==> src/rtl/dcb_pkg.sv <==
package dcb_pkg;
    typedef enum logic [1:0] {
        S_BYPASS = 2'd0,
        S_ARMED  = 2'd1,
        S_TRACK  = 2'd2
    } dcb_state_e;
endpackage

==> src/rtl/dcb_mode_fsm.sv <==
module dcb_mode_fsm
    import dcb_pkg::*;
(
    input  logic       clk,
    input  logic       rst,
    input  logic       byp,
    input  logic       in_vld,
    output logic       clr,
    output logic       sel_filt,
    output dcb_state_e state_o
);
    dcb_state_e state, nxt;

    always_ff @(posedge clk) begin
        if (rst) state <= S_BYPASS;
        else     state <= nxt;
    end

    always_comb begin
        nxt = state;
        unique case (state)
            S_BYPASS: nxt = byp ? S_BYPASS : S_ARMED;            // GO_ARM
            S_ARMED:  begin
                if (byp)         nxt = S_BYPASS;                 // DROP
                else if (in_vld) nxt = S_TRACK;                  // FIRST_SAMPLE
                else             nxt = S_ARMED;
            end
            S_TRACK:  nxt = byp ? S_BYPASS : S_TRACK;            // DROP
            default:  nxt = S_BYPASS;
        endcase
    end

    always_comb begin
        clr      = byp;
        sel_filt = !byp;
        state_o  = state;
    end
endmodule

==> src/rtl/dcb_hpf_core.sv <==
module dcb_hpf_core #(
    parameter int W = 12,
    parameter int G = 4,
    parameter int F = 6
) (
    input  logic                clk,
    input  logic                rst,
    input  logic                clr,
    input  logic                in_vld,
    input  logic signed [W-1:0] in_smp,
    output logic                out_vld,
    output logic signed [W+G-1:0] out_int
);
    localparam int SW = W + G + F;

    logic signed [W-1:0]  xp;
    logic signed [SW-1:0] y, y_nx, dext, step, leak, whole;
    logic signed [W:0]    diff;
    logic                 v;

    always_comb begin
        diff  = {in_smp[W-1], in_smp} - {xp[W-1], xp};
        dext  = SW'(diff);
        step  = dext <<< F;
        leak  = y >>> F;
        y_nx  = step + y - leak;
        whole = y >>> F;
    end

    always_ff @(posedge clk) begin
        if (rst || clr) begin
            xp <= '0;
            y  <= '0;
            v  <= 1'b0;
        end else begin
            v <= in_vld;
            if (in_vld) begin
                xp <= in_smp;
                y  <= y_nx;
            end
        end
    end

    assign out_vld = v;
    assign out_int = whole[W+G-1:0];
endmodule

==> src/rtl/dcb_out_fmt.sv <==
module dcb_out_fmt #(
    parameter int W  = 12,
    parameter int IW = 16,
    parameter int HB = 5
) (
    input  logic signed [IW-1:0] val,
    input  logic                 ob,
    input  logic                 half,
    output logic [W-1:0]         word
);
    localparam logic signed [IW-1:0] MAXV = IW'((1 << (W-1)) - 1);
    localparam logic signed [IW-1:0] MINV = -MAXV - IW'(1);

    logic [W-1:0]  sat;
    logic [HB-1:0] top;

    always_comb begin
        if (val > MAXV)      sat = MAXV[W-1:0];
        else if (val < MINV) sat = MINV[W-1:0];
        else                 sat = val[W-1:0];
    end

    generate
        if (HB < W) begin : g_half
            always_comb begin
                top = sat[W-1 -: HB] ^ {ob, {(HB-1){1'b0}}};
                if (half) word = {{(W-HB){1'b0}}, top};
                else      word = sat ^ {ob, {(W-1){1'b0}}};
            end
        end else begin : g_full
            always_comb begin
                top  = '0;
                word = sat ^ {ob, {(W-1){1'b0}}};
            end
        end
    endgenerate
endmodule

==> src/rtl/dcb_filter_top.sv <==
module dcb_filter_top
    import dcb_pkg::*;
#(
    parameter int W  = 12,
    parameter int G  = 4,
    parameter int F  = 6,
    parameter int HB = 5
) (
    input  logic         clk,
    input  logic         rst,
    input  logic         in_vld,
    input  logic [W-1:0] in_smp,
    input  logic         bypass,
    input  logic         fmt_offset,
    input  logic         half_prec,
    output logic         out_vld,
    output logic [W-1:0] out_smp
);
    localparam int IW = W + G;

    logic                 clr, sel_filt, core_vld;
    logic signed [IW-1:0] core_int, src;
    dcb_state_e           state;

    dcb_mode_fsm u_fsm (
        .clk(clk), .rst(rst), .byp(bypass), .in_vld(in_vld),
        .clr(clr), .sel_filt(sel_filt), .state_o(state)
    );

    dcb_hpf_core #(.W(W), .G(G), .F(F)) u_core (
        .clk(clk), .rst(rst), .clr(clr), .in_vld(in_vld),
        .in_smp(in_smp), .out_vld(core_vld), .out_int(core_int)
    );

    always_comb begin
        if (sel_filt) src = core_int;
        else          src = IW'($signed(in_smp));
        out_vld = !rst && (sel_filt ? core_vld : in_vld);
    end

    dcb_out_fmt #(.W(W), .IW(IW), .HB(HB)) u_fmt (
        .val(src), .ob(fmt_offset), .half(half_prec), .word(out_smp)
    );
endmodule

==> config.mk <==
export PLATFORM = sky130hd
export DESIGN_NAME = dcb_filter_top
export DESIGN_NICKNAME = d
export VERILOG_FILES = /design/src/rtl/dcb_pkg.sv /design/src/rtl/dcb_mode_fsm.sv /design/src/rtl/dcb_hpf_core.sv /design/src/rtl/dcb_out_fmt.sv /design/src/rtl/dcb_filter_top.sv
export SDC_FILE = /design/constraint.sdc
export NUM_CORES = 1
export LEC_CHECK = 0
export ABC_CLOCK_PERIOD_IN_PS = 5200
export BUFFER_PORTS_ARGS = -buffer_cell sky130_fd_sc_hd__buf_2
export CORE_ASPECT_RATIO = 0.7
export CORE_UTILIZATION = 50
export DETAILED_ROUTE_END_ITERATION = 10
export PLACE_DENSITY = 0.79
export SLEW_MARGIN = 10
export SYNTH_ARGS = -nofsm -noshare
export SYNTH_HDL_FRONTEND = slang
export SYNTH_SLANG_ARGS = --single-unit
==> constraint.sdc <==
create_clock -name clk -period 5.2 [get_ports clk]
set_clock_uncertainty 0.1 [all_clocks]
set_input_delay 0 -clock clk [delete_from_list [all_inputs] [get_ports clk]]
set_output_delay 0 -clock clk [all_outputs]
set_load 0.02 [all_outputs]
# Yosys cells after proc, flatten, opt, wreduce, memory -nomap -nowiden
# Cells that the tools add are included.
dict set report word_totals {
  wordCells 18
  n_memories 0
  romBits 0
  mem_bits_rw 0
  register_bits 35
  out_inout_bits 13
  inputBits 18
  latchBits 0
}
dict set report op_classes {
  reduce_logical 3
  eq_ne 0
  n_mul 0
  n_addsub 3
  n_shift 0
  mux 5
  magnitude_cmp 2
  bitwise 2
  div 0
}
# operator count
set op_table {}
lappend op_table {{two-way mux 12 bit} 3}
lappend op_table {{adder 19 x 22 -> 22 bit} 1}
lappend op_table {{subtractor 22 x 16 -> 22 bit} 1}
lappend op_table {{greater-than comparator 16 x 12 -> 1 bit (second input constant)} 1}
lappend op_table {{< comparator 16 x 12 -> 1 bit (second input constant)} 1}
lappend op_table {{two-way mux 16 bit} 1}
lappend op_table {{subtractor 12 x 12 -> 13 bit} 1}
lappend op_table {{bitwise XOR 12 bit} 1}
lappend op_table {{bitwise XOR 5 bit} 1}
lappend op_table {{logical AND 1 bit} 1}
lappend op_table {{zero test 1 bit} 1}
lappend op_table {{logical OR 1 bit} 1}
lappend op_table {{two-way mux 1 bit} 1}

# Longest topological paths before layout
# Gate-level depths: netlist (run 1).
dict set report depth {
  depth_word 6
  mapped_depth 20
  ltp_nobuf 19
}

# Cells and area by module
# A second synthesis (run 1) with hierarchy kept.
dict set report unflattened {
  cells_unflattened 482
  area_unflattened_um2 3958.8
}
# mod area_per_inst_um2 cells_per_inst instances seq_area_each_um2
set modules_own_cells {}
lappend modules_own_cells {dcb_hpf_core 3428.3 423 1 700.7}
lappend modules_own_cells {dcb_filter_top 227.7 26 1 0.0}
lappend modules_own_cells {dcb_out_fmt 210.2 25 1 0.0}
lappend modules_own_cells {dcb_mode_fsm 92.6 8 1 40.0}

# Least setup slack after synthesis (run 1)
# Ideal clock, no wire load.
dict set report synth_timing {
  path_type {flip-flop to flip-flop}
  start {register u_core.xp[2]}
  end {register u_core.y[21]}
  t_required_ns 4.966
  t_arrival_ns 4.231
  n_path_buf 0
  path_slack_ns 0.735
  path_stages_with_launch 19
  path_cell_list {dfxtp_1 -> inv_1 -> ha_1 -> nor2b_1 -> o21ai_0 -> nand2b_1 -> a21o_1 -> a21oi_1 -> o211ai_1 -> a31oi_1 -> fa_1 -> ha_1 -> a21oi_2 -> inv_2 -> a221o_1 -> a21oi_2 -> or3b_1 -> o221ai_1 -> or4_1}
}
dict set report synth_via {
  elab_chain_cells 3
}
# item line
set synth_rtl {}
lappend synth_rtl {{from (decl)} dcb_hpf_core.sv:16} ;# logic signed [W-1:0] xp;
lappend synth_rtl {{from (signal assigned)} dcb_hpf_core.sv:38} ;# xp <= in_smp;
lappend synth_rtl {{subtractor 12 x 12 -> 13 bit} dcb_hpf_core.sv:22} ;# diff = {in_smp[W-1], in_smp} - {xp[W-1], xp};
lappend synth_rtl {{adder 19 x 22 -> 22 bit} dcb_hpf_core.sv:26} ;# y_nx = step + y - leak;
lappend synth_rtl {{subtractor 22 x 16 -> 22 bit} dcb_hpf_core.sv:26}
lappend synth_rtl {{to (signal assigned)} dcb_hpf_core.sv:39} ;# y <= y_nx;
lappend synth_rtl {{to (decl)} dcb_hpf_core.sv:17} ;# logic signed [SW-1:0] y, y_nx, dext, step, leak, whole;
# Every way passes these cells.
# A chain may end at the register's enable or synchronous reset.

# Worst setup path in the final report (run 1)
dict set report layout_timing {
  start {register u_core.xp[1]}
  end {register u_core.y[21]}
}
# Same word-level chain as after synthesis.

==> metrics.md, run 1 <==
| Metric | Value |
|---|---|
| Layout cells sized above 1 | `between 10% and 20%` |
| Worst-path fanout max | `8` |
| Drt wl/cell | `between 15 and 20 um` |
| H-tree levels | `2` |
| Gr usage total | `27.0%` |
| Initial antenna violation count | `0` |
| Ys async rst share | `0%` |
| Die W | `104 um` |
| Syn Nets | `515` |
| Area grow syn2layout | `10.3%` |
| Final net count | `545` |
| Max-Cap Viols | `0` |
| Ranking of synthesized cells by area | `dfxtp_1, ha_1, fa_1` |
| Period utilization | `94.6%` |
| Port Buf Inserts | `30` |
| DRT antenna net count | `0` |
| Gpl congestion | `0.922` |
| Yosys reg bits | `35` |
| Core Rows | `25` |
| Combinational share of power | `between 70% and 80%` |
| Clock sink count | `35` |
| Die Height | `73.6 um` |
| Fmax | `203 MHz` |
| Detailed-route via count | `3334` |
| Residual DRC | `0` |
| Clock power share | `about 10%` |
| Actual slew at the worst max-slew pin | `0.895 ns` |
| Number of flops mapped to enable cells by yosys | `0` |
| Min-Delay Startpoint | `rst` |
| Int Power | `1200 uW` |
| Initial Utilization | `approximately 53%` |
| Post-synth cell types | `a little over 60` |
| Remaining global-route overflow | `0` |
| First-pass GRT wire length | `16200 um` |
| Dpl ws | `0.404 ns` |
| Outcome | `finished clean` |
| Fin worst setup slack | `0.281 ns` |
| CP Capture Type | `register` |
| Detailed placement HPWL | `7100 um` |
| Core ar. | `6910 sq um` |
| Number of global-route vias before repair | `3311` |
| Mapped Cells | `441` |
| Kind of critical path | `register to register` |
| Cell accounting for the most synthesized area | `dfxtp_1` |
| Total number of yosys warnings | `0` |
| Seq/Total Area, Yosys | `19.1%` |
| Via-to-Cell Ratio | `roughly 5.9` |
| Latest clock arrival within the worst-skew pair | `~0.30 ns` |
| CP startpoint | `u_core.xp[1]$_SDFFE_PP0P_` |
| Reg2reg start | `u_core.xp[1]$_SDFFE_PP0P_` |
| Sequential power share | `15.0%` |
| Pleak | `about 0.0018 uW` |
| CTS tree | `done` |
| Num CTS Buffers | `5` |
| Min Tclk post-route | `4.92 ns` |
| Final setup viols | `0` |
| DRT Pass-1 Iters | `6` |
| Detailed Route Iter0 Violations | `283` |
| # IOs | `31` |
| Area post-placement | `3810 sq um` |
| Syn_area_per_cell | `8.30 sq um` |
| PwrDens | `608 nW/um^2` |
| WHS | `0.0133 ns` |
| Worst-path clk slew | `around 0.08 ns` |
| Setup Fix Bufs, Post-CTS | `0` |
| Synth Flop Type | `dfxtp_1` |
| Slew margin rel. | `~40%` |
| Drt total wl | `9600 um` |
| HP Class | `input pin to register` |
| Die ar. | `7670 sq um` |
| Required time worst endpoint | `5.27 ns` |
| Sw Ratio | `50.9%` |
| Pwr Total | `2450 uW` |
| RSZ-0062 raised after global routing | `no` |
| Post-Syn Area | `roughly 3700 sq um` |
| Peak VDD IR | `294 uV` |
| Sum of negative setup slack | `0 ns` |
| Count of pins over their slew limit | `0` |
| Final Cell Area | `4040 sq um` |
| CP Launch Type | `register` |
| Top-area cell type share of the netlist area | `between 10% and 20%` |
| Net Switching | `1250 uW` |
| Hold Vio Cnt, Final | `0` |
| CTS Buffer Depth | `2` |
| Largest net degree at the start of global routing | `35` |
| Number of antenna diodes | `0` |
| Worst path arrival time | `4.99 ns` |
| CTS root buffer | `clkbuf_8` |
synthesized netlist by cell type, drive strengths merged, types with 4 or more instances:
| cell type | number |
|---|---|
| a211oi | 6 |
| a21o | 9 |
| a21oi | 34 |
| and3 | 6 |
| buf | 7 |
| clkbuf | 13 |
| dfxtp | 35 |
| fa | 17 |
| ha | 39 |
| inv | 48 |
| mux2i | 29 |
| nand2 | 29 |
| nand3 | 8 |
| nand4 | 5 |
| nor2 | 35 |
| nor3 | 8 |
| nor4 | 4 |
| nor4b | 4 |
| o211ai | 6 |
| o21a | 6 |
| o21ai | 25 |
| o31ai | 4 |
| xnor2 | 18 |
| xor2 | 6 |
path summary, 6_finish.rpt:
path                                                  end  slack, ns  cells after the start
worst max-delay path            u_core.y[21]$_SDFFE_PP0P_       0.28                     18
worst min-delay path            u_core.y[12]$_SDFFE_PP0P_       0.01                      4
worst max register to register  u_core.y[21]$_SDFFE_PP0P_       0.28                     18
worst min register to register   u_core.y[0]$_SDFFE_PP0P_       0.38                      2
critical path, stage by stage (launching register included):
cell	delay [ns]
dfxtp_1	0.39
inv_1	0.06
ha_1	0.26
nor2b_1	0.13
o21ai_1	0.15
a21boi_0	0.10
o21ai_0	0.20
a21oi_1	0.19
and4b_1	0.24
or4b_1	0.57
fa_1	0.39
ha_1	0.40
a21oi_1	0.24
o21ai_2	0.10
a221o_1	0.31
a21oi_2	0.20
or3b_1	0.13
o221ai_1	0.11
or4_1	0.52
through the flow:
| stage | utilization, % | instances |
|---|---|---|
| floorplan | - | 441 |
| global placement | 55.1 | 546 |
| detailed placement | 55.1 | 546 |
| CTS | 58.4 | 565 |
| global route | 58.4 | 565 |
| finish | 58.4 | 565 |
flip-flops by register name, indices dropped and copies added, names as in the netlist:
signal	count
u_core.y	22
u_core.xp	12
u_core.out_vld	1
cells by family (layout without fill, tap and decap cells):
kind of cell    count (synthesis)  count (layout)  share of synthesized area [%]
buf+inv                        68              98                           8.27
compound gates                105             105                           18.4
mux                            30              30                           8.24
simple gates                  123             123                           17.6
fa+ha+maj                      56              56                           22.6
flops                          35              35                           19.1
xor+xnor                       24              24                           5.74
power by group through the flow:
stage          registers [uW]  clock network (uW)  logic, uW
2_1_floorplan             358                   0       1430
3_3_place_gp              371                   0       1670
3_5_place_dp              373                   0       1740
4_1_cts                   367                 254       1780
5_1_grt                   375                 265       1990
6_report                  368                 253       1830
timing repair:
action / 4_1_cts / 5_1_grt
gates resized for setup: 0 / 0
hold endpoints to repair: 12 / 0
hold buffers: 12 / 0
cell usage in the layout (no fill, tap or decap), drive strengths merged, types with 2 or more instances in the layout:
cell type and instances:
or3 2, fa 17, o221ai 2, o211a 2, nor4 4, a31oi 3
xor2 6, or4b 2, ha 39, o31ai 4, and4 3, o21ai 25
dfxtp 35, and3 6, nor3b 2, a21o 9, nand2 29, clkbuf 6
nor4b 4, nand3b 3, nand4 5, o211ai 6, a211oi 6, mux2i 29
a21boi 2, nand3 8, nor3 8, o21a 6, nor2 35, buf 31
or2 3, nor2b 3, xnor2 18, inv 48, a21oi 34, dlygate4sd3 12
per-layer routing:
layer  global-route usage [%]  up-vias  part of all wire, %
met5                        0        -                    0
met4                     7.46        0                  1.2
met3                     3.90       17                  7.5
met2                     46.4      158                   44
met1                     36.1     1550                   47
li1                         -     1609                    -
area by class of cell:
class / count / area (sq um)
Sequential cell: 35 / 701
Clock inverter: 1 / 30.0
Timing Repair Buffer: 43 / 278
Fill cell: 606 / 2880
Tap cell: 94 / 118
Clock buffer: 6 / 72.6
Multi-Input combinational cell: 338 / 2660
Inverter: 48 / 180
No activity file was read; power rests on OpenSTA's default activity.
==> run 2, diff against run 1 <==
--- a/config.mk
+++ b/config.mk
@@ -11,6 +11,7 @@
 export CORE_UTILIZATION = 50
 export DETAILED_ROUTE_END_ITERATION = 10
 export PLACE_DENSITY = 0.79
+export REMOVE_ABC_BUFFERS = 1
 export SLEW_MARGIN = 10
 export SYNTH_ARGS = -nofsm -noshare
 export SYNTH_HDL_FRONTEND = slang
==> run 2 against run 1 <==
Against the previous run: first-iteration DRC count shrank 5.7%; die area is the same; total power shrank 3.8%; critical path type is now input pin to register.
==> metrics.md, run 2 (synthesized netlist as in run 1, its figures left out) <==
| Metric | Value |
|---|---|
| Outcome | `finished clean (unchanged)` |
| Latest clock arrival within the worst-skew pair | `0.30 ns (about the same)` |
| Clock sink count | `35 (unchanged)` |
| Drt total wl | `9330 um (was 9600 um)` |
| Max-Cap Viols | `0 (unchanged)` |
| Sequential power share | `15.7% (was 15.0%)` |
| CTS root buffer | `clkbuf_8 (unchanged)` |
| Die W | `104 um (unchanged)` |
| Remaining global-route overflow | `0 (unchanged)` |
| Via-to-Cell Ratio | `5.91 (was 5.90)` |
| Int Power | `1170 uW (was 1200 uW)` |
| WHS Path Cells | `3 (was 4)` |
| Final setup viols | `0 (unchanged)` |
| DRT antenna net count | `0 (unchanged)` |
| Combinational share of power | `75.1% (was 74.7%)` |
| Multi-input gate area | `2660 sq um (about the same)` |
| Largest stage delay, worst path | `0.54 ns (was 0.57 ns)` |
| Net Switching | `1190 uW (was 1250 uW)` |
| Critical-path cell list | `dlygate4sd3_1 > buf_2 > inv_1 > ha_1 > fa_1 > nor2b_1 > o21ai_0 > nand2b_1 > a21o_1 > a21oi_1 > o211ai_1 > a31oi_2 > fa_1 > ha_1 > a21oi_2 > inv_2 > a221o_1 > a21oi_2 > or3b_1 > o221ai_1 > or4_1 (was inv_1 > ha_1 > nor2b_1 > o21ai_1 > a21boi_0 > o21ai_0 > a21oi_1 > and4b_1 > or4b_1 > fa_1 > ha_1 > a21oi_1 > o21ai_2 > a221o_1 > a21oi_2 > or3b_1 > o221ai_1 > or4_1)` |
| Sum of negative setup slack | `0 ns (unchanged)` |
| Port Buf Inserts | `30 (unchanged)` |
| Register area | `701 sq um (unchanged)` |
| Initial Utilization | `52.9% (unchanged)` |
| Kind of critical path | `input pin to register (was register to register)` |
| Most frequent cells in the layout | `inv_1, ha_1, nor2_1, dfxtp_1, a21oi_1 (unchanged)` |
| PwrDens | `586 nW/um^2 (was 608 nW/um^2)` |
| Reg2reg start | `u_core.xp[1]$_SDFFE_PP0P_ (unchanged)` |
| Detailed-route via count | `3339 (was 3334)` |
| Largest net degree at the start of global routing | `35 (unchanged)` |
| Min-Delay Startpoint | `in_vld (was rst)` |
| Residual DRC | `0 (unchanged)` |
| # IOs | `31 (unchanged)` |
| Slew margin rel. | `39.9% (was 40.4%)` |
| Drt wl/cell | `16.5 um (was 17.0 um)` |
| Actual slew at the worst max-slew pin | `0.901 ns (was 0.895 ns)` |
| Core ar. | `6910 sq um (unchanged)` |
| Gr usage total | `25.4% (was 27.0%)` |
| Most common cell after layout, fill and taps aside | `inv_1 (unchanged)` |
| Initial antenna violation count | `0 (unchanged)` |
| R2r worst-path depth | `18 (unchanged)` |
| CP Capture Type | `register (unchanged)` |
| CTS tree | `done (unchanged)` |
| Core Rows | `25 (unchanged)` |
| Worst path arrival time | `4.92 ns (was 4.99 ns)` |
| Required time worst endpoint | `5.28 ns (was 5.27 ns)` |
| Final Cell Area | `4030 sq um (was 4040 sq um)` |
| DRT Pass-1 Iters | `5 (was 6)` |
| Slowest-stage cell, CP | `dlygate4sd3_1 (was or4b_1)` |
| RSZ-0062 raised after global routing | `no (unchanged)` |
| Period utilization | `93.2% (was 94.6%)` |
| Area post-placement | `3800 sq um (was 3810 sq um)` |
| H-tree levels | `2 (unchanged)` |
| Reg-to-Reg End | `u_core.y[21]$_SDFFE_PP0P_ (unchanged)` |
| Clock power share | `9.1% (was 10.3%)` |
| Sw Ratio | `50.5% (was 50.9%)` |
| Number of antenna diodes | `0 (unchanged)` |
| Reg2reg setup slack | `0.38 ns (was 0.28 ns)` |
| Die ar. | `7670 sq um (unchanged)` |
| Num CTS Buffers | `5 (unchanged)` |
| Peak VDD IR | `253 uV (was 294 uV)` |
| Fmax | `206 MHz (was 203 MHz)` |
| Count of pins over their slew limit | `0 (unchanged)` |
| Area grow syn2layout | `10.1% (was 10.3%)` |
| Final net count | `545 (unchanged)` |
| Max reg flops | `22 (unchanged)` |
| Fillers | `606 (unchanged)` |
| Setup Fix Bufs, Post-CTS | `0 (unchanged)` |
| Detailed placement HPWL | `6940 um (was 7100 um)` |
| Layout cells sized above 1 | `11.5% (was 11.3%)` |
| Die Height | `73.6 um (unchanged)` |
| Dpl cells | `545 (was 546)` |
| Hold Vio Cnt, Final | `0 (unchanged)` |
| Most flop-heavy register | `u_core.y (unchanged)` |
| Pleak | `0.00177 uW (was 0.00178 uW)` |
| Detailed Route Iter0 Violations | `267 (was 283)` |
| Non-filler cells, final | `565 (unchanged)` |
| Worst-path clk slew | `0.07 ns (was 0.08 ns)` |
| CP Launch Type | `input pin (was register)` |
| Min Tclk post-route | `4.85 ns (was 4.92 ns)` |
| HP Class | `input pin to register (unchanged)` |
| Gpl congestion | `0.932 (was 0.922)` |
| Worst Hold End | `u_core.y[0]$_SDFFE_PP0P_ (was u_core.y[12]$_SDFFE_PP0P_)` |
| Worst-path fanout max | `5 (was 8)` |
| CTS Buffer Depth | `2 (unchanged)` |
| Number of global-route vias before repair | `3090 (was 3311)` |
| First-pass GRT wire length | `15100 um (was 16200 um)` |
[run 2: timing repair]
action,CTS,global route
gates resized for setup,0,1
endpoints found under the setup margin,0,1
hold buffers,13,0
endpoints found under the hold margin,13,0
[run 2: layout make-up]
class,count,share of cell area (%)
Multi-Input combinational cell,338,66.1
Sequential cell,35,17.4
Timing Repair Buffer,43,6.96
Inverter,48,4.47
Tap cell,94,2.92
Clock buffer,6,2.05
Clock inverter,1,0.124
[run 2: power groups by stage]
stage | combinational (uW) | sequential [uW] | clock (uW)
2_1_floorplan | 1350 | 358 | 0
3_3_place_gp | 1660 | 373 | 0
3_5_place_dp | 1700 | 377 | 0
4_1_cts | 1730 | 370 | 217
5_1_grt | 1940 | 377 | 226
6_report | 1770 | 371 | 215
[run 2: stage by stage]
step / hold slack [ns] / worst slack (ns) / total power, uW / util (%)
after global routing: 0.325 / 0.0812 / 2540 / 58.3
after global placement: 0.171 / 0.473 / 2030 / 55.0
after CTS: 0.296 / 0.265 / 2320 / 58.2
after floorplan: -0.0202 / 0.735 / 1710 / -
final: 0.293 / 0.352 / 2360 / 58.3
after detailed placement: 0.179 / 0.325 / 2080 / 55.0
[run 2: worst max path at each step]
| stage | start | slack, ns | endpoint | cells past startpoint |
|---|---|---|---|---|
| floorplan | u_core.xp[2]$_SDFFE_PP0P_ | 0.73 | u_core.y[21]$_SDFFE_PP0P_ | 18 |
| global placement | u_core.xp[2]$_SDFFE_PP0P_ | 0.47 | u_core.y[21]$_SDFFE_PP0P_ | 18 |
| detailed placement | u_core.xp[2]$_SDFFE_PP0P_ | 0.32 | u_core.y[21]$_SDFFE_PP0P_ | 18 |
| CTS | in_smp[0] | 0.27 | u_core.y[21]$_SDFFE_PP0P_ | 21 |
| global route | in_smp[0] | 0.08 | u_core.y[21]$_SDFFE_PP0P_ | 21 |
| finish | in_smp[0] | 0.35 | u_core.y[21]$_SDFFE_PP0P_ | 21 |
[run 2: routing by layer]
metal / vias to the layer above / wire length, um / global-route usage (%) / share of wire (%)
met3: 14 / 691 / 3.90 / 7.4
met1: 1584 / 4340 / 35.0 / 47
met5: - / 0 / 0 / 0
met2: 133 / 4180 / 41.8 / 45
li1: 1608 / - / - / -
met4: 0 / 112 / 6.67 / 1.2
[run 2: critical path: cells and delay by family]
| kind | cells | cell delay, ns |
|---|---|---|
| adder cells (fa/ha/maj) | 4 | 1.26 |
| AO/OA/AOI/OAI | 9 | 2.07 |
| buffers and inverters | 4 | 0.77 |
| AND/OR/NAND/NOR | 4 | 0.81 |
